### src/rtl/count_logic_eval_pkg.sv
package count_logic_eval_pkg;

    typedef enum logic [2:0] {
        FN_OR      = 3'd0,
        FN_AND     = 3'd1,
        FN_XOR     = 3'd2,
        FN_ATLEAST = 3'd3,
        FN_ATMOST  = 3'd4,
        FN_EXACT   = 3'd5
    } func_e;

    typedef enum logic {
        LVL_LOW  = 1'b0,
        LVL_HIGH = 1'b1
    } lvl_e;

endpackage

### src/rtl/cle_popcount.sv
module cle_popcount #(
    parameter int N  = 8,
    parameter int CW = $clog2(N + 1)
) (
    input  logic          clk,
    input  logic          rst_n,
    input  logic [N-1:0]  din,
    output logic [CW-1:0] cnt
);

    always_comb begin
        cnt = '0;
        for (int i = 0; i < N; i++) begin
            cnt = cnt + CW'(din[i]);
        end
    end

    AST_CNT_BOUND: assert property (@(posedge clk) disable iff (!rst_n)
        int'(cnt) <= N);

endmodule

### src/rtl/cle_func.sv
module cle_func
    import count_logic_eval_pkg::*;
#(
    parameter int N  = 8,
    parameter int CW = $clog2(N + 1)
) (
    input  logic          clk,
    input  logic          rst_n,
    input  logic [N-1:0]  din,
    input  logic [CW-1:0] cnt,
    input  logic [2:0]    func,
    input  logic [CW-1:0] n_thr,
    input  logic          neg,
    output logic          res
);

    logic raw;

    always_comb begin
        unique case (func)
            FN_OR:      raw = |din;
            FN_AND:     raw = &din;
            FN_XOR:     raw = ^din;
            FN_ATLEAST: raw = (cnt >= n_thr);
            FN_ATMOST:  raw = (cnt <= n_thr);
            FN_EXACT:   raw = (cnt == n_thr);
            default:    raw = |din;
        endcase
        res = raw ^ neg;
    end

    AST_OR_NONE: assert property (@(posedge clk) disable iff (!rst_n)
        (func == FN_OR && cnt == '0) |-> (res == neg));
    AST_AND_ALL: assert property (@(posedge clk) disable iff (!rst_n)
        (func == FN_AND && int'(cnt) == N) |-> (res == !neg));

endmodule

### src/rtl/cle_outreg.sv
module cle_outreg #(
    parameter int   W       = 2,
    parameter logic RST_VAL = 1'b0,
    parameter bit   INVERT  = 1'b0
) (
    input  logic         clk,
    input  logic         rst_n,
    input  logic         upd,
    input  logic         val,
    input  logic [W-1:0] ext_we,
    input  logic [W-1:0] ext_d,
    output logic [W-1:0] q
);

    localparam logic INV_BIT = INVERT ? 1'b1 : 1'b0;

    for (genvar i = 0; i < W; i++) begin : g_bit
        always_ff @(posedge clk) begin
            if (!rst_n)         q[i] <= RST_VAL;
            else if (upd)       q[i] <= val ^ INV_BIT;
            else if (ext_we[i]) q[i] <= ext_d[i];
        end
    end

    AST_UPD_LOAD: assert property (@(posedge clk) disable iff (!rst_n)
        upd |=> (q == {W{$past(val) ^ INV_BIT}}));
    AST_QUIET_HOLD: assert property (@(posedge clk) disable iff (!rst_n)
        (!upd && ext_we == '0) |=> $stable(q));

endmodule

### src/rtl/count_logic_eval.sv
module count_logic_eval
    import count_logic_eval_pkg::*;
#(
    parameter int N_IN  = 8,
    parameter int N_OUT = 2,
    parameter int N_INV = 2,
    localparam int CW   = $clog2(N_IN + 1)
) (
    input  logic             clk,
    input  logic             rst_n,
    input  logic [N_IN-1:0]  din,
    input  logic             cfg_we,
    input  logic [2:0]       cfg_func,
    input  logic [CW-1:0]    cfg_n,
    input  logic             cfg_neg,
    output logic             state_line,
    output logic             change_pulse,
    output logic [N_OUT-1:0] out_q,
    output logic [N_INV-1:0] inv_q,
    input  logic [N_OUT-1:0] ext_out_we,
    input  logic [N_OUT-1:0] ext_out_d,
    input  logic [N_INV-1:0] ext_inv_we,
    input  logic [N_INV-1:0] ext_inv_d
);

    logic [2:0]    func_q;
    logic [CW-1:0] n_q;
    logic          neg_q;
    logic [CW-1:0] cnt;
    logic          res;
    lvl_e          lvl_q, lvl_d;

    always_ff @(posedge clk) begin
        if (!rst_n) begin
            func_q <= FN_OR;
            n_q    <= '0;
            neg_q  <= 1'b0;
        end else if (cfg_we) begin
            func_q <= cfg_func;
            n_q    <= cfg_n;
            neg_q  <= cfg_neg;
        end
    end

    cle_popcount #(.N(N_IN), .CW(CW)) i_cnt (
        .clk(clk), .rst_n(rst_n), .din(din), .cnt(cnt)
    );

    cle_func #(.N(N_IN), .CW(CW)) i_func (
        .clk(clk), .rst_n(rst_n), .din(din), .cnt(cnt),
        .func(func_q), .n_thr(n_q), .neg(neg_q), .res(res)
    );

    // State register: tracked level
    always_ff @(posedge clk) begin
        if (!rst_n) lvl_q <= LVL_LOW;
        else        lvl_q <= lvl_d;
    end

    // Next state and outputs
    always_comb begin
        lvl_d        = lvl_q;
        change_pulse = 1'b0;
        unique case (lvl_q)
            LVL_LOW:  if (res)  begin lvl_d = LVL_HIGH; change_pulse = 1'b1; end
            LVL_HIGH: if (!res) begin lvl_d = LVL_LOW;  change_pulse = 1'b1; end
            default:  lvl_d = LVL_LOW;
        endcase
        state_line = res;
    end

    cle_outreg #(.W(N_OUT), .RST_VAL(1'b0), .INVERT(1'b0)) i_out (
        .clk(clk), .rst_n(rst_n), .upd(change_pulse), .val(res),
        .ext_we(ext_out_we), .ext_d(ext_out_d), .q(out_q)
    );

    cle_outreg #(.W(N_INV), .RST_VAL(1'b1), .INVERT(1'b1)) i_inv (
        .clk(clk), .rst_n(rst_n), .upd(change_pulse), .val(res),
        .ext_we(ext_inv_we), .ext_d(ext_inv_d), .q(inv_q)
    );

    AST_LVL_TAKES_RES: assert property (@(posedge clk) disable iff (!rst_n)
        change_pulse |=> (lvl_q == lvl_e'($past(state_line))));
    AST_LVL_QUIET: assert property (@(posedge clk) disable iff (!rst_n)
        !change_pulse |=> $stable(lvl_q));

endmodule

### config.mk
export PLATFORM = sky130hd
export DESIGN_NAME = count_logic_eval
export DESIGN_NICKNAME = d
export VERILOG_FILES = /design/src/rtl/count_logic_eval_pkg.sv /design/src/rtl/cle_popcount.sv /design/src/rtl/cle_func.sv /design/src/rtl/cle_outreg.sv /design/src/rtl/count_logic_eval.sv
export SDC_FILE = /design/constraint.sdc
export NUM_CORES = 1
export LEC_CHECK = 0
export CORE_MARGIN = 2
export CORE_UTILIZATION = 56
export DETAILED_ROUTE_END_ITERATION = 6
export DONT_BUFFER_PORTS = 1
export GPL_TIMING_DRIVEN = 0
export MAX_ROUTING_LAYER = met4
export PLACE_DENSITY = 0.74
export SETUP_SLACK_MARGIN = 0.3
export SYNTH_ARGS = -nofsm -noshare
export SYNTH_HDL_FRONTEND = slang
export SYNTH_HIERARCHICAL = 1
export SYNTH_SLANG_ARGS = --single-unit
### constraint.sdc
create_clock -name clk -period 5.88 [get_ports clk]
set_clock_uncertainty 0.2 [all_clocks]
set_input_delay 1.176 -clock clk [delete_from_list [all_inputs] [get_ports clk]]
set_output_delay 1.176 -clock clk [all_outputs]
set_load 0.01 [all_outputs]
# Word-level counts from Yosys, hierarchy flattened

Cells that the tools add are included.

Add/subtract/negate cells: 7
$lt $le $gt $ge: 2
Equality and inequality tests: 6
Multiplexer cells: 12
Bitwise operators: 3
Reduce and logical (&&, ||, !) cells: 7

Operator list:

| operator           | number |
|---|---|
| $add 4x1->4        | 6 |
| $mux 1             | 10 |
| $reduce_and 8->1   | 1 |
| $reduce_bool 2->1  | 4 |
| $reduce_or 8->1    | 1 |
| $reduce_xor 8->1   | 1 |
| $eq 3x2->1 const B | 2 |
| $eq 3x3->1 const B | 2 |
| $pmux 1 s5         | 1 |
| $eq 4x4->1         | 1 |
| $ge 4x4->1         | 1 |
| $le 4x4->1         | 1 |
| $eq 3x1->1 const B | 1 |
| $add 1x1->2        | 1 |
| $not 1->1          | 2 |
| $pmux 1 s2         | 1 |
| $xor 1x1->1        | 1 |

Bits in registers: 13
Bits of input ports: 27

# Depth between registers and ports, before layout

Gate-level depths: netlist (run 1).

Depth in word-level cells: 13
Gate-level depth with buffers: 18

# Modules after synthesis

The synthesis (run 1) kept the hierarchy.

By module, submodules not included:

| module              | times used | cells each | area each (um^2) |
|---|---|---|---|
| cle_func            | 1          | 54         | 386.6 |
| count_logic_eval    | 1          | 28         | 336.6 |
| cle_popcount        | 1          | 24         | 190.2 |
| cle_outreg at i_inv | 1          | 8          | 90.1 |
| cle_outreg at i_out | 1          | 9          | 88.8 |

# Least setup slack after synthesis (run 1)

Ideal clock, no wire load.

Path type: input -> output
Start: in din[0]
End: out change_pulse
Arrival: 4.979 ns
Slack: -0.475 ns
Cell stages on the path: 16
Path buffers: 0
Path through: inv_1 -> fa_1 -> fa_1 -> fa_1 -> inv_1 -> ha_1 -> inv_1 -> fa_1 -> inv_1 -> ha_1 -> nor2b_1 -> o2111ai_1 -> o211ai_1 -> a31oi_1 -> o2111ai_1 -> xor2_1

Longest elaborated chain between the ends: 12
Elaborated cells between the ends (all ways): 18

Ends and longest elaborated chain:

| element                            | RTL line                                       | text |
|---|---|---|
| from (decl)                        | count_logic_eval.sv:11                         | `input logic [N_IN-1:0] din,` |
| $add 1x1->2 *                      | cle_popcount.sv:14                             | `cnt = cnt + CW'(din[i]);` |
| $add 4x1->4 * (6 in a row)         | cle_popcount.sv:14                             |  |
| named net cnt[1]                   | count_logic_eval.sv:29                         | `logic [CW-1:0] cnt;` |
| $le 4x4->1 (tied with other cells) | cle_func.sv:25                                 | `FN_ATMOST: raw = (cnt <= n_thr);` |
| $pmux 1 s5 *                       | cle_func.sv:20                                 | `unique case (func)` |
| $xor 1x1->1 *                      | cle_func.sv:29                                 | `res = raw ^ neg;` |
| named net state_line               | count_logic_eval.sv:16                         | `output logic state_line,` |
| $mux 1, on equally long branches   | count_logic_eval.sv:66, count_logic_eval.sv:65 |  |
| $pmux 1 s2 *                       | count_logic_eval.sv:64                         | `unique case (lvl_q)` |
| to (decl)                          | count_logic_eval.sv:17                         | `output logic change_pulse,` |

The timed path passes the listed nets; every way through them passes the cells marked *.

# Worst setup path after layout (run 1)

Same ends and word-level chain as after synthesis.

==> run summary, run 1 <==
Along the worst path, the maximum fanout reaches 5. The checks that failed: negative setup slack. The detailed-placement wirelength estimate is 1.61 mm. For the largest net degree at the start of global routing, the log shows 13. The tools report the number of buffers on the longest clock path as 2.

From left edge to right edge, the die measures 48.2 um. The congestion estimate from routability-driven global placement came to 0.762. The final layout contains 174 nets. The average footprint of a synthesized cell was 8.88 um2. For the leakage power total, the log shows 0.000603 uW. The final critical path takes up 107% of the cycle.

Relative to the synthesized area, the layout overhead comes to 13.6%. The clock reaches the later pin of the worst-skew pair after 280 ps. The xor/xnor share of the synthesized area was 4.01%. Power spread over the standard cell area amounts to 259 nW/um2. The tools report the number of cells in the finished layout apart from fillers as 152.

The worst setup slack for register-to-register paths came out at 3270 ps. Fill cells in the final layout number 151. The H-tree depth came out at 1. At the pin with the least slew margin, the transition time is 464 ps. Cells with a size suffix above 1 make up 15.0% of the layout.

After synthesis, flip-flops and latches occupy 23.8% of the total area. The number of placed instances, taps included, is 148. The critical register-to-register path endpoint is i_out/q[1]$_SDFFE_PN0P_. Data on the critical path arrives at its endpoint at 4920 ps. The sequential cells in the finished layout cover a total of 260 um2. The floorplan has 15 rows.

Setup violations remaining at the end of the flow were counted as 2. Tracing the worst setup path back leads to its startpoint at din[0]. Once the floorplan was initialized, standard cells occupied 61.3% of the core. TritonCTS built the clock tree. Pin placement for this block handled 33 I/O pins.

The design draws 322 uW. The tools report the area enclosed by the die boundary as 2320 um2. The largest family of logic cells by synthesized area was adder cells.

Derived from the worst setup path, the maximum achievable clock frequency is 159 MHz. Worst path required time: 4500 ps. Setup repair after global routing could not meet its margin everywhere.

The worst setup path is launched from an input port. In the routed design, unresolved DRC markers number 0. The Yosys step of the flow raised 6 warnings. The total area of multi-input combinational cells was 792 um2.

The worst setup path is of the input port to output port kind. Counting distinct cell types in the post-synthesis netlist gives 28. For this run, the detailed router's first-pass iteration total came to 3. After technology mapping, the gate count stands at 123. The detailed-route vias per instance came out at 5.17.

The logs give 0 for the number of antenna violations at the first check in global routing and -421 ps for the setup slack after layout. Portion of netlist area occupied by mux cells: 11.0%. Dividing the detail-routed wire length by the instance count gives 12.5 um. Summing every instance area after synthesis gives 1090 um2. Antenna diode count: 0. Measured in cells, the most critical reg-to-reg path has a length of 10.

The clock transition at the registers of the reported paths is 70 ps. In this run, the number of DRC markers left after iteration 0 of detailed routing was 14. After layout, the minimum clock period comes to 6300 ps.

The tightest min-delay check is of the register to register type. In this run the tightest slew margin relative to its limit is 68.7%. The first global-routing pass estimated 2.89 mm of wire.

The run gives 0 as the max-cap check violation count. Synthesized flop and latch total: 13. Global routing consumed, over all layers together, 18.5% of the routing resources.

The synthesized-area fraction occupied by ao, oa, aoi and oai cells is 10.7%, and the leftover overflow at the end of global routing is 0. The tools report the startpoint of the worst register-to-register path as n_q[3]$_SDFFE_PN0P_. For this block, the routed nets add up to 1.90 mm of wire.

The number of max-slew violations in the final report is 0. STA classifies the critical path endpoint as an output port. After Yosys synthesis, and, or, nand and nor cells account for 14.7% of the synthesized area. The number of global-route vias before repair is 728. The logs give 0 for the final count of hold timing violations and 169 for the number of nets in the synthesized netlist. The detailed router placed 786 vias in this run. The tools report the total clock buffers created by CTS as 3.

The cell sitting at the root of the clock tree is a clkbuf_4. At the end of the flow the core is filled with cells to 69.6%. The worst-case IR drop observed on VDD is 0.152 mV.

The count of input and output buffers works out to 0. Post-CTS timing repair inserted 0 buffers for setup. The run gives 13 as the total clock sinks.

The die is 48.2 um tall. The synthesized netlist devotes 24.5% of its cell area to adder and majority cells. The most critical setup path has its endpoint at change_pulse.

The placeable core region was 1780 um2; the remaining antenna violation count was 0. The flow ran to the end, but the final reports show violations.
-- area by class of cell --
cell class	instances	area share, %
buffer	1	0.907
clock buffer	4	2.12
inverter	30	9.68
multi-input combinational	79	63.8
sequential	13	21.0
tap	25	2.52
-- flip-flops by register name, indices dropped and copies added (netlist names) --
name	cells
n_q	4
neg_q	1
func_q	3
lvl_q	1
i_inv/q	2
i_out/q	2
-- kinds of logic after synthesis --
family                     after synthesis
buffers and inverters                   31
adders and majority gates               19
xor gates and xnor gates                 5
and+or+nand+nor                         27
AOI/OAI and AO/OA                       16
DFF                                     13
muxes                                   12
-- worst min-delay path by stage --
stage                        start  cells after the start  slack, ps             endpoint
5_1_grt        n_q[1]$_SDFFE_PN0P_                      2        340  n_q[1]$_SDFFE_PN0P_
3_5_place_dp   n_q[1]$_SDFFE_PN0P_                      2        310  n_q[1]$_SDFFE_PN0P_
2_1_floorplan  n_q[1]$_SDFFE_PN0P_                      2        280  n_q[1]$_SDFFE_PN0P_
6_report       n_q[1]$_SDFFE_PN0P_                      2        330  n_q[1]$_SDFFE_PN0P_
3_3_place_gp   n_q[1]$_SDFFE_PN0P_                      2        300  n_q[1]$_SDFFE_PN0P_
4_1_cts        n_q[1]$_SDFFE_PN0P_                      2        330  n_q[1]$_SDFFE_PN0P_
-- cells in the mapped netlist, drive strengths merged --
| master | number | area share [%] |
|---|---|---|
| a211oi | 2 | 1.4 |
| o21bai | 1 | 0.69 |
| nand3 | 1 | 0.46 |
| nand2 | 3 | 1.0 |
| xor2 | 3 | 2.4 |
| nor2b | 13 | 7.7 |
| mux2i | 12 | 11 |
| nor2 | 2 | 0.69 |
| and2 | 3 | 1.7 |
| o211ai | 1 | 0.69 |
| dfxtp | 13 | 24 |
| o21ai | 1 | 0.46 |
| o2111ai | 2 | 1.6 |
| a31oi | 2 | 1.1 |
| nor3 | 2 | 0.92 |
| buf | 1 | 1.0 |
| o2111a | 1 | 1.0 |
| xnor2 | 2 | 1.6 |
| nand4 | 1 | 0.57 |
| fa | 4 | 7.3 |
| ha | 15 | 17 |
| a21oi | 3 | 1.4 |
| a211o | 2 | 1.6 |
| inv | 30 | 10 |
| and3 | 2 | 1.6 |
| a21o | 1 | 0.69 |
-- worst max-delay path, cell delays in order --
cell and delay [ps]:
inv_8 10, fa_1 560, fa_1 450, fa_1 480, inv_2 80, ha_4 130, inv_2 30, fa_1 490
inv_2 50, ha_4 260, nor2b_4 140, o2111ai_2 140, o2111a_1 180, a31oi_2 200, o2111ai_4 240, xor2_4 310
-- layer usage --
metal | vias to the layer above | routed length (um) | GRT usage, %
met3 | 2 | 101 | 5.93
met4 | 0 | 4 | 3.24
li1 | 407 | - | -
met5 | - | 0 | -
met1 | 358 | 906 | 25.1
met2 | 19 | 882 | 27.4
-- through the flow --
stage,worst slack [ps],hold slack [ps],TNS [ps],cell area [um2]
after floorplan,-261,283,-261,1130
after global placement,-441,298,-484,1160
after detailed placement,-490,308,-576,1160
after CTS,-479,325,-584,1190
after global routing,-624,341,-919,1240
final,-421,329,-535,1240
-- where the power goes --
part           leakage, uW  internal (uW)  total, uW  switching [uW]
combinational     0.000480           76.2        156            79.7
clock            0.0000150           26.3       54.2            27.9
sequential        0.000108           99.6        112            11.9
total             0.000603            202        322             119
-- placed cells by master, fill, tap and decap left out, types with 2 or more instances in the layout --
cell type,count
mux2i_1,12
and2_1,3
nor3_1,2
a211o_1,2
a21oi_1,3
nand2_1,3
nor2b_1,11
clkbuf_4,3
dfxtp_1,13
inv_2,4
xnor2_1,2
ha_1,13
xor2_1,2
a211oi_1,2
inv_1,25
ha_4,2
fa_1,4
-- repair_timing --
item | in CTS | in global routing
pin swaps | 1 | 10
cloned | 0 | 0
endpoints found under the setup margin | 2 | 3
hold buffers | 0 | 0
gates resized for setup | 0 | 9
Power figures use the tool's default switching activity.
==> inputs of run 2 (changes only) <==
CORE_UTILIZATION = 53   (was 56)
PLACE_DENSITY = 0.71   (was 0.74)
==> run 2 against run 1 <==
- the flow still finishes with violations (negative setup slack)
- sequential share of layout area is the same
- cell area is the same
- fmax grew 0.92%
- hold slack lost 7.8 ps
- critical path depth is the same
- utilization shrank 6.3 points
- combinational power is essentially flat
- register-to-register slack lost 20 ps
- largest power group unchanged
- highest routed layer unchanged
==> run summary, run 2 (synthesis gave the netlist of run 1 again) <==
Path class of the lowest-slack min-delay path: register to register (unchanged). Worst path required time: 4500 ps (about the same). For the headroom to the max-slew limit, the log shows 69.4% (was 68.7%). The tools report the pre-CTS setup slack as -515 ps (was -490 ps).

The die width was 49.4 um (was 48.2 um); the number of global-route vias before repair was 819 (was 728). The placeable core region is 1960 um2 (was 1780 um2). The number of cells in the design after placement is 150 (was 148), and the clock network fraction of total power is 16.9% (was 16.8%).

The power per standard cell area works out to 257 nW/um2 (was 259 nW/um2). Buffer type at the clock tree root: clkbuf_4 (unchanged). Setup repair after global routing could not meet its margin everywhere.

Count of cells along the worst register-to-register path: 10 (unchanged). The number of primary I/O pins is 33 (unchanged). The routing layer with the top usage in global route is met2 (unchanged). Most common library cell in the layout ignoring fill and taps: inv_1 (unchanged). The tools report the worst path arrival time as 4870 ps (was 4920 ps). The logs give 34.9% (was 34.7%) for the portion of total power attributed to sequential cells and 0 (unchanged) for the antenna diode count. The global routing usage summed across all routing layers came out at 17.3% (was 18.5%).

The height of the die is 49.4 um (was 48.2 um). For the first-pass GRT wire length, the log shows 3.17 mm (was 2.89 mm). The startpoint of the worst register-to-register path is n_q[3]$_SDFFE_PN0P_ (unchanged). TritonCTS built the clock tree.

The remaining antenna violation count came out at 0 (unchanged). The final layout net count is 174 (unchanged). The tools report the met3 capacity usage during global routing as 6.44% (was 5.93%). The fraction of power consumed by combinational cells came out at 48.2% (was 48.5%). The run gives 1.58 mm (was 1.61 mm) as the detailed-placement wirelength estimate.

Largest registers: n_q x4, func_q x3 (unchanged). The run gives 2 (unchanged) as the number of buffers on the longest clock path. The detailed-route vias per instance works out to 5.23 (was 5.17). The startpoint of the most critical setup path is din[0] (unchanged). The run gives 200 uW (was 202 uW) as the total internal power. The tools report the worst setup slack for register-to-register paths as 3250 ps (was 3270 ps). The average routed wire per standard cell came out at 12.3 um (was 12.5 um). The clock period minus worst slack came out at 6240 ps (was 6300 ps). The tools report the critical path launch point type as an input port (unchanged).

The total iterations of the first detailed-routing run is 6 (was 3), and the largest net degree at the start of global routing is 13 (unchanged). Total wirelength of the detailed-routed design: 1.89 mm (was 1.90 mm). The flow ran to the end, but the final reports show violations. Number of cell rows: 16 (was 15). The worst-skew pair later-pin latency is 280 ps (about the same), and the synthesis-to-finish area growth is 13.6% (unchanged). The number of failing setup endpoints in the final timing report was 2 (unchanged); the starting utilization of the core area was 55.7% (was 61.3%). The max-cap check violation count is 0 (unchanged), and the fraction of layout cells with a size suffix above 1 is 15.7% (was 15.0%). The ratio of final minimum period to clock period is 106% (was 107%), and the number of cells in the finished layout apart from fillers is 154 (was 152). The global routing usage on met1 was 18.4% (was 25.1%).

For the weighted congestion at the end of routability-driven global placement, the log shows 0.822 (was 0.762). Highest-count cells in the layout ignoring fill and taps: 26 x inv_1, 13 x dfxtp_1, 13 x ha_1 (was 25 x inv_1, 13 x dfxtp_1, 13 x ha_1). The H-tree depth was 1 (unchanged); the fraction of power spent switching nets was 37.4% (was 37.2%). The worst hold path cell count works out to 2 (unchanged). The area enclosed by the die boundary was 2440 um2 (was 2320 um2); the highest ir drop seen on vdd was 0.182 mV (was 0.152 mV). The logs give 3 (unchanged) for the total clock buffers created by CTS and 0 (unchanged) for the number of antenna violations at the first check in global routing.

The setup slack after layout was -363 ps (was -421 ps). The global routing usage on met2 is 30.0% (was 27.4%), and the upper clock frequency limit is 160 MHz (was 159 MHz). The leftover overflow at the end of global routing came out at 0 (unchanged). The area taken by flip-flops and latches was 260 um2 (unchanged).

Biggest fanout along the worst timing path: 5 (unchanged). The DRC violation count after routing is 0 (unchanged), and the number of flip-flops in the largest register is 4 (unchanged). The register bank with the most flops is n_q (unchanged). The final instance area is 1240 um2 (unchanged), and the final count of hold timing violations is 0 (unchanged). Violated checks: negative setup slack (unchanged). The sort of element at the end of the critical path is an output port (unchanged).

Classification of the worst setup path: input port to output port (unchanged). Critical register-to-register path endpoint: i_out/q[1]$_SDFFE_PN0P_ (unchanged). Total clock sinks: 13 (unchanged). For the standard cell area after detailed placement, the log shows 1160 um2 (about the same). The layout filler cell count came out at 188 (was 151). The tools report the number of vias after detailed routing as 805 (was 786). The worst setup path endpoint is change_pulse (unchanged).

The transition time at the pin with the least slew margin was 455 ps (was 464 ps). The clock transition at the registers of the reported paths came out at 70 ps (about the same). The count of input and output buffers came out at 0 (unchanged). The number of max-slew violations in the final report came out at 0 (unchanged).

The tightest hold margin is 321 ps (was 329 ps), and the switching power of the nets is 119 uW (about the same). For the leakage power total, the log shows 0.000603 uW (about the same). The number of DRC markers in iteration 0 is 4 (was 14), and the total area of multi-input combinational cells is 790 um2 (was 792 um2).
-- run 2: repair_timing --
item	in CTS	in global routing
pin swaps	1	3
endpoints found under the setup margin	2	2
hold buffers	0	0
setup buffers	0	0
gates resized for setup	0	9
-- run 2: through the flow --
stage | utilization, % | TNS, ps | power [uW]
4_1_cts | 60.7 | -591 | 305
3_5_place_dp | 59.3 | -620 | 249
6_report | 63.3 | -406 | 319
3_3_place_gp | 59.3 | -480 | 242
5_1_grt | 63.3 | -637 | 349
2_1_floorplan | - | -261 | 226
-- run 2: worst min path at each step --
stage	startpoint	end	slack, ps
finish	n_q[3]$_SDFFE_PN0P_	n_q[3]$_SDFFE_PN0P_	320
global route	n_q[2]$_SDFFE_PN0P_	n_q[2]$_SDFFE_PN0P_	350
CTS	n_q[2]$_SDFFE_PN0P_	n_q[2]$_SDFFE_PN0P_	330
detailed placement	n_q[1]$_SDFFE_PN0P_	n_q[1]$_SDFFE_PN0P_	310
global placement	n_q[3]$_SDFFE_PN0P_	n_q[3]$_SDFFE_PN0P_	300
floorplan	n_q[1]$_SDFFE_PN0P_	n_q[1]$_SDFFE_PN0P_	280
-- run 2: power by group through the flow --
stage	Sequential [uW]	Clock, uW	Combinational, uW
after floorplan	111	0	115
after global placement	113	0	129
after detailed placement	113	0	136
after CTS	111	56.9	137
after global routing	113	59.8	176
final	111	54.1	154
-- run 2: area by class of cell --
| type | count | share of cell area (%) |
|---|---|---|
| multi-input combinational | 79 | 63.6 |
| inverter | 30 | 9.68 |
| clock buffer | 4 | 2.12 |
| sequential | 13 | 21.0 |
| buffer | 1 | 0.907 |
| tap | 27 | 2.72 |
-- run 2: metal layers --
metal / share of wire (%) / wire length, um / vias up
met5: 0 / 0 / -
met3: 4.9 / 92 / 4
met1: 42 / 797 / 370
met4: 1.1 / 21 / 0
li1: - / - / 414
met2: 52 / 975 / 17
-- run 2: critical path, cell delays in order --
cell       delay, ps
inv_8             10
fa_1             530
fa_1             430
fa_1             440
inv_1             70
ha_2             180
inv_2             40
fa_1             370
xnor2_1          140
ha_1             320
nand2_2           90
nor2_2            50
o2111a_1         260
a31oi_2          200
o2111ai_4        240
xor2_4           320
==> inputs of run 3 (changes only) <==
GPL_TIMING_DRIVEN = not set   (was 0)
PLACE_DENSITY = 0.69   (was 0.71)
==> run 3 against run 2 <==
- the flow still finishes with violations (negative setup slack)
- register-to-register slack better by 90 ps
- highest routed layer unchanged
- first-iteration DRC count grew to 4.5 times the previous value
- die area stayed put
- worst setup slack better by 150 ps
- cell area is 0.30% lower
- non-clock buffer count is 4 higher
- utilization is 0.19 points lower
==> run summary, run 3 (synthesis gave the netlist of run 1 again) <==
For the number of antenna violations at the first check in global routing, the log shows 0 (unchanged). The count of cells along the worst register-to-register path works out to 11 (was 10). The run gives 2 (unchanged) as the number of buffers on the longest clock path. Global routing usage summed across all routing layers: 19.4% (was 17.3%). Worst-skew pair later-pin latency: 280 ps (about the same). Worst hold path cell count: 2 (unchanged). The headroom to the max-slew limit was 80.7% (was 69.4%); the worst setup slack for register-to-register paths was 3340 ps (was 3250 ps). The tools report the startpoint of the worst register-to-register path as n_q[3]$_SDFFE_PN0P_ (unchanged). For the number of DRC markers in iteration 0, the log shows 18 (was 4). The tools report the sort of element at the end of the critical path as an output port (unchanged). The upper clock frequency limit is 164 MHz (was 160 MHz).

Setup repair after global routing could not meet its margin everywhere. The final count of hold timing violations was 0 (unchanged). TritonCTS built the clock tree.

Violated checks: negative setup slack (unchanged). The fraction of layout cells with a size suffix above 1 was 16.8% (was 15.7%). The number of max-slew violations in the final report is 0 (unchanged), and the number of global-route vias before repair is 826 (was 819). Register bank with the most flops: n_q (unchanged).

The flow ran to the end, but the final reports show violations. The share of the core filled with cells came out at 63.1% (was 63.3%). The total clock buffers created by CTS was 3 (unchanged); the H-tree depth was 1 (unchanged). The run gives 0.177 mV (was 0.182 mV) as the highest ir drop seen on vdd. The largest net degree at the start of global routing was 13 (unchanged); the setup slack after layout was -215 ps (was -363 ps).

The ratio of final minimum period to clock period works out to 104% (was 106%). The power per standard cell area is 269 nW/um2 (was 257 nW/um2), and the area enclosed by the die boundary is 2440 um2 (unchanged). The run gives 55.7% (unchanged) as the starting utilization of the core area. The critical register-to-register path endpoint was i_out/q[0]$_SDFFE_PN0P_ (was i_out/q[1]$_SDFFE_PN0P_).

Layout filler cell count: 178 (was 188). The detailed-route vias per instance is 5.23 (about the same). The tools report the max-cap check violation count as 0 (unchanged).

The total wirelength of the detailed-routed design is 2.01 mm (was 1.89 mm), and the number of cell rows is 16 (unchanged). Most common library cell in the layout ignoring fill and taps: inv_1 (unchanged). Largest registers: n_q x4, func_q x3 (unchanged).

The classification of the worst setup path is input port to output port (unchanged). The run gives 4 (was 6) as the total iterations of the first detailed-routing run. The biggest fanout along the worst timing path came out at 3 (was 5). The remaining antenna violation count was 0 (unchanged); the final layout net count was 178 (was 174). Highest-count cells in the layout ignoring fill and taps: 26 x inv_1, 13 x dfxtp_1, 13 x ha_1 (unchanged). The leakage power total is 0.000619 uW (was 0.000603 uW), and the clock period minus worst slack is 6100 ps (was 6240 ps). For the worst path required time, the log shows 4500 ps (about the same).

Number of flip-flops in the largest register: 4 (unchanged). The endpoint of the worst hold path was n_q[3]$_SDFFE_PN0P_ (unchanged). The number of vias after detailed routing was 827 (was 805); the placeable core region was 1960 um2 (unchanged). The synthesis-to-finish area growth was 13.3% (was 13.6%); the total clock sinks was 13 (unchanged). The average routed wire per standard cell works out to 12.7 um (was 12.3 um). The logs give 317 ps (was 321 ps) for the tightest hold margin and 0 (unchanged) for the DRC violation count after routing. The number of buffers inserted for hold repair after clock tree synthesis is 0 (unchanged). The tools report the detailed-placement wirelength estimate as 1.74 mm (was 1.58 mm). The transition time at the pin with the least slew margin was 286 ps (was 455 ps). The die width works out to 49.4 um (unchanged). The buffer type at the clock tree root is clkbuf_4 (unchanged). For the first-pass GRT wire length, the log shows 3.46 mm (was 3.17 mm). The worst path arrival time is 4720 ps (was 4870 ps).

The leftover overflow at the end of global routing is 0 (unchanged), and the number of primary I/O pins is 33 (unchanged). The run gives 0 (unchanged) as the antenna diode count. Weighted congestion at the end of routability-driven global placement: 0.794 (was 0.822). Hold path startpoint: n_q[3]$_SDFFE_PN0P_ (unchanged). The clock transition at the registers of the reported paths was 80 ps (was 70 ps); the height of the die was 49.4 um (unchanged). Path class of the lowest-slack min-delay path: register to register (unchanged). The number of failing setup endpoints in the final timing report is 2 (unchanged), and the count of input and output buffers is 0 (unchanged). The tools report the critical path launch point type as an input port (unchanged).
==> run 3: changes by cell type in the layout (fill, tap and decap cells not counted), sizes merged <==
cell,previous run,this run
buf,1,5
==> run 3: worst max-delay path: stages <==
cell and delay, ps:
inv_8 10, fa_1 550, fa_1 450, fa_1 450, inv_1 70, ha_2 180, inv_2 40, fa_1 370
xnor2_1 140, ha_1 320, nand2_2 80, nor2_2 50, o2111a_1 250, a31oi_1 170, o2111ai_2 170, xor2_2 240
==> run 3: power breakdown <==
group          internal [uW]  switching [uW]  leakage [uW]
registers               99.6            11.4      0.000108
clock network           26.3            29.1     0.0000150
logic                   86.3            79.6      0.000496
==> run 3: how the worst max path moves through the flow <==
stage	from	end	slack, ps
floorplan	din[0]	change_pulse	-260
global placement	din[1]	change_pulse	-180
detailed placement	din[1]	change_pulse	-280
CTS	din[0]	change_pulse	-240
global route	din[0]	change_pulse	-360
finish	din[0]	change_pulse	-220
==> run 3: what timing repair did <==
item / in CTS / in global routing
gates cloned: 0 / 0
pin swaps: 1 / 0
setup endpoints to repair: 2 / 2
gates resized for setup: 1 / 5
buffers inserted: 1 / 1
==> run 3: cell type report <==
| class | count | area [um2] | share of cell area [%] |
|---|---|---|---|
| Multi-Input combinational cell | 79 | 756 | 61.1 |
| Clock buffer | 4 | 26.3 | 2.12 |
| Inverter | 30 | 120 | 9.71 |
| Sequential cell | 13 | 260 | 21.0 |
| Timing Repair Buffer | 5 | 41.3 | 3.34 |
| Tap cell | 27 | 33.8 | 2.73 |
==> run 3: metrics by stage <==
stage / worst slack, ps / instance area, um2 / power (uW) / TNS [ps] / cells
floorplan: -261 / 1130 / 226 / -261 / 123
global placement: -183 / 1170 / 251 / -300 / 152
detailed placement: -282 / 1170 / 258 / -491 / 152
CTS: -243 / 1210 / 316 / -439 / 157
global route: -365 / 1240 / 363 / -647 / 158
finish: -215 / 1240 / 332 / -364 / 158
==> run 3: metal layers <==
metal  part of all wire (%)  track usage (%)
met5                      0                -
met4                   0.30             4.17
met3                    5.4             5.52
met2                     52             32.9
met1                     43             22.8
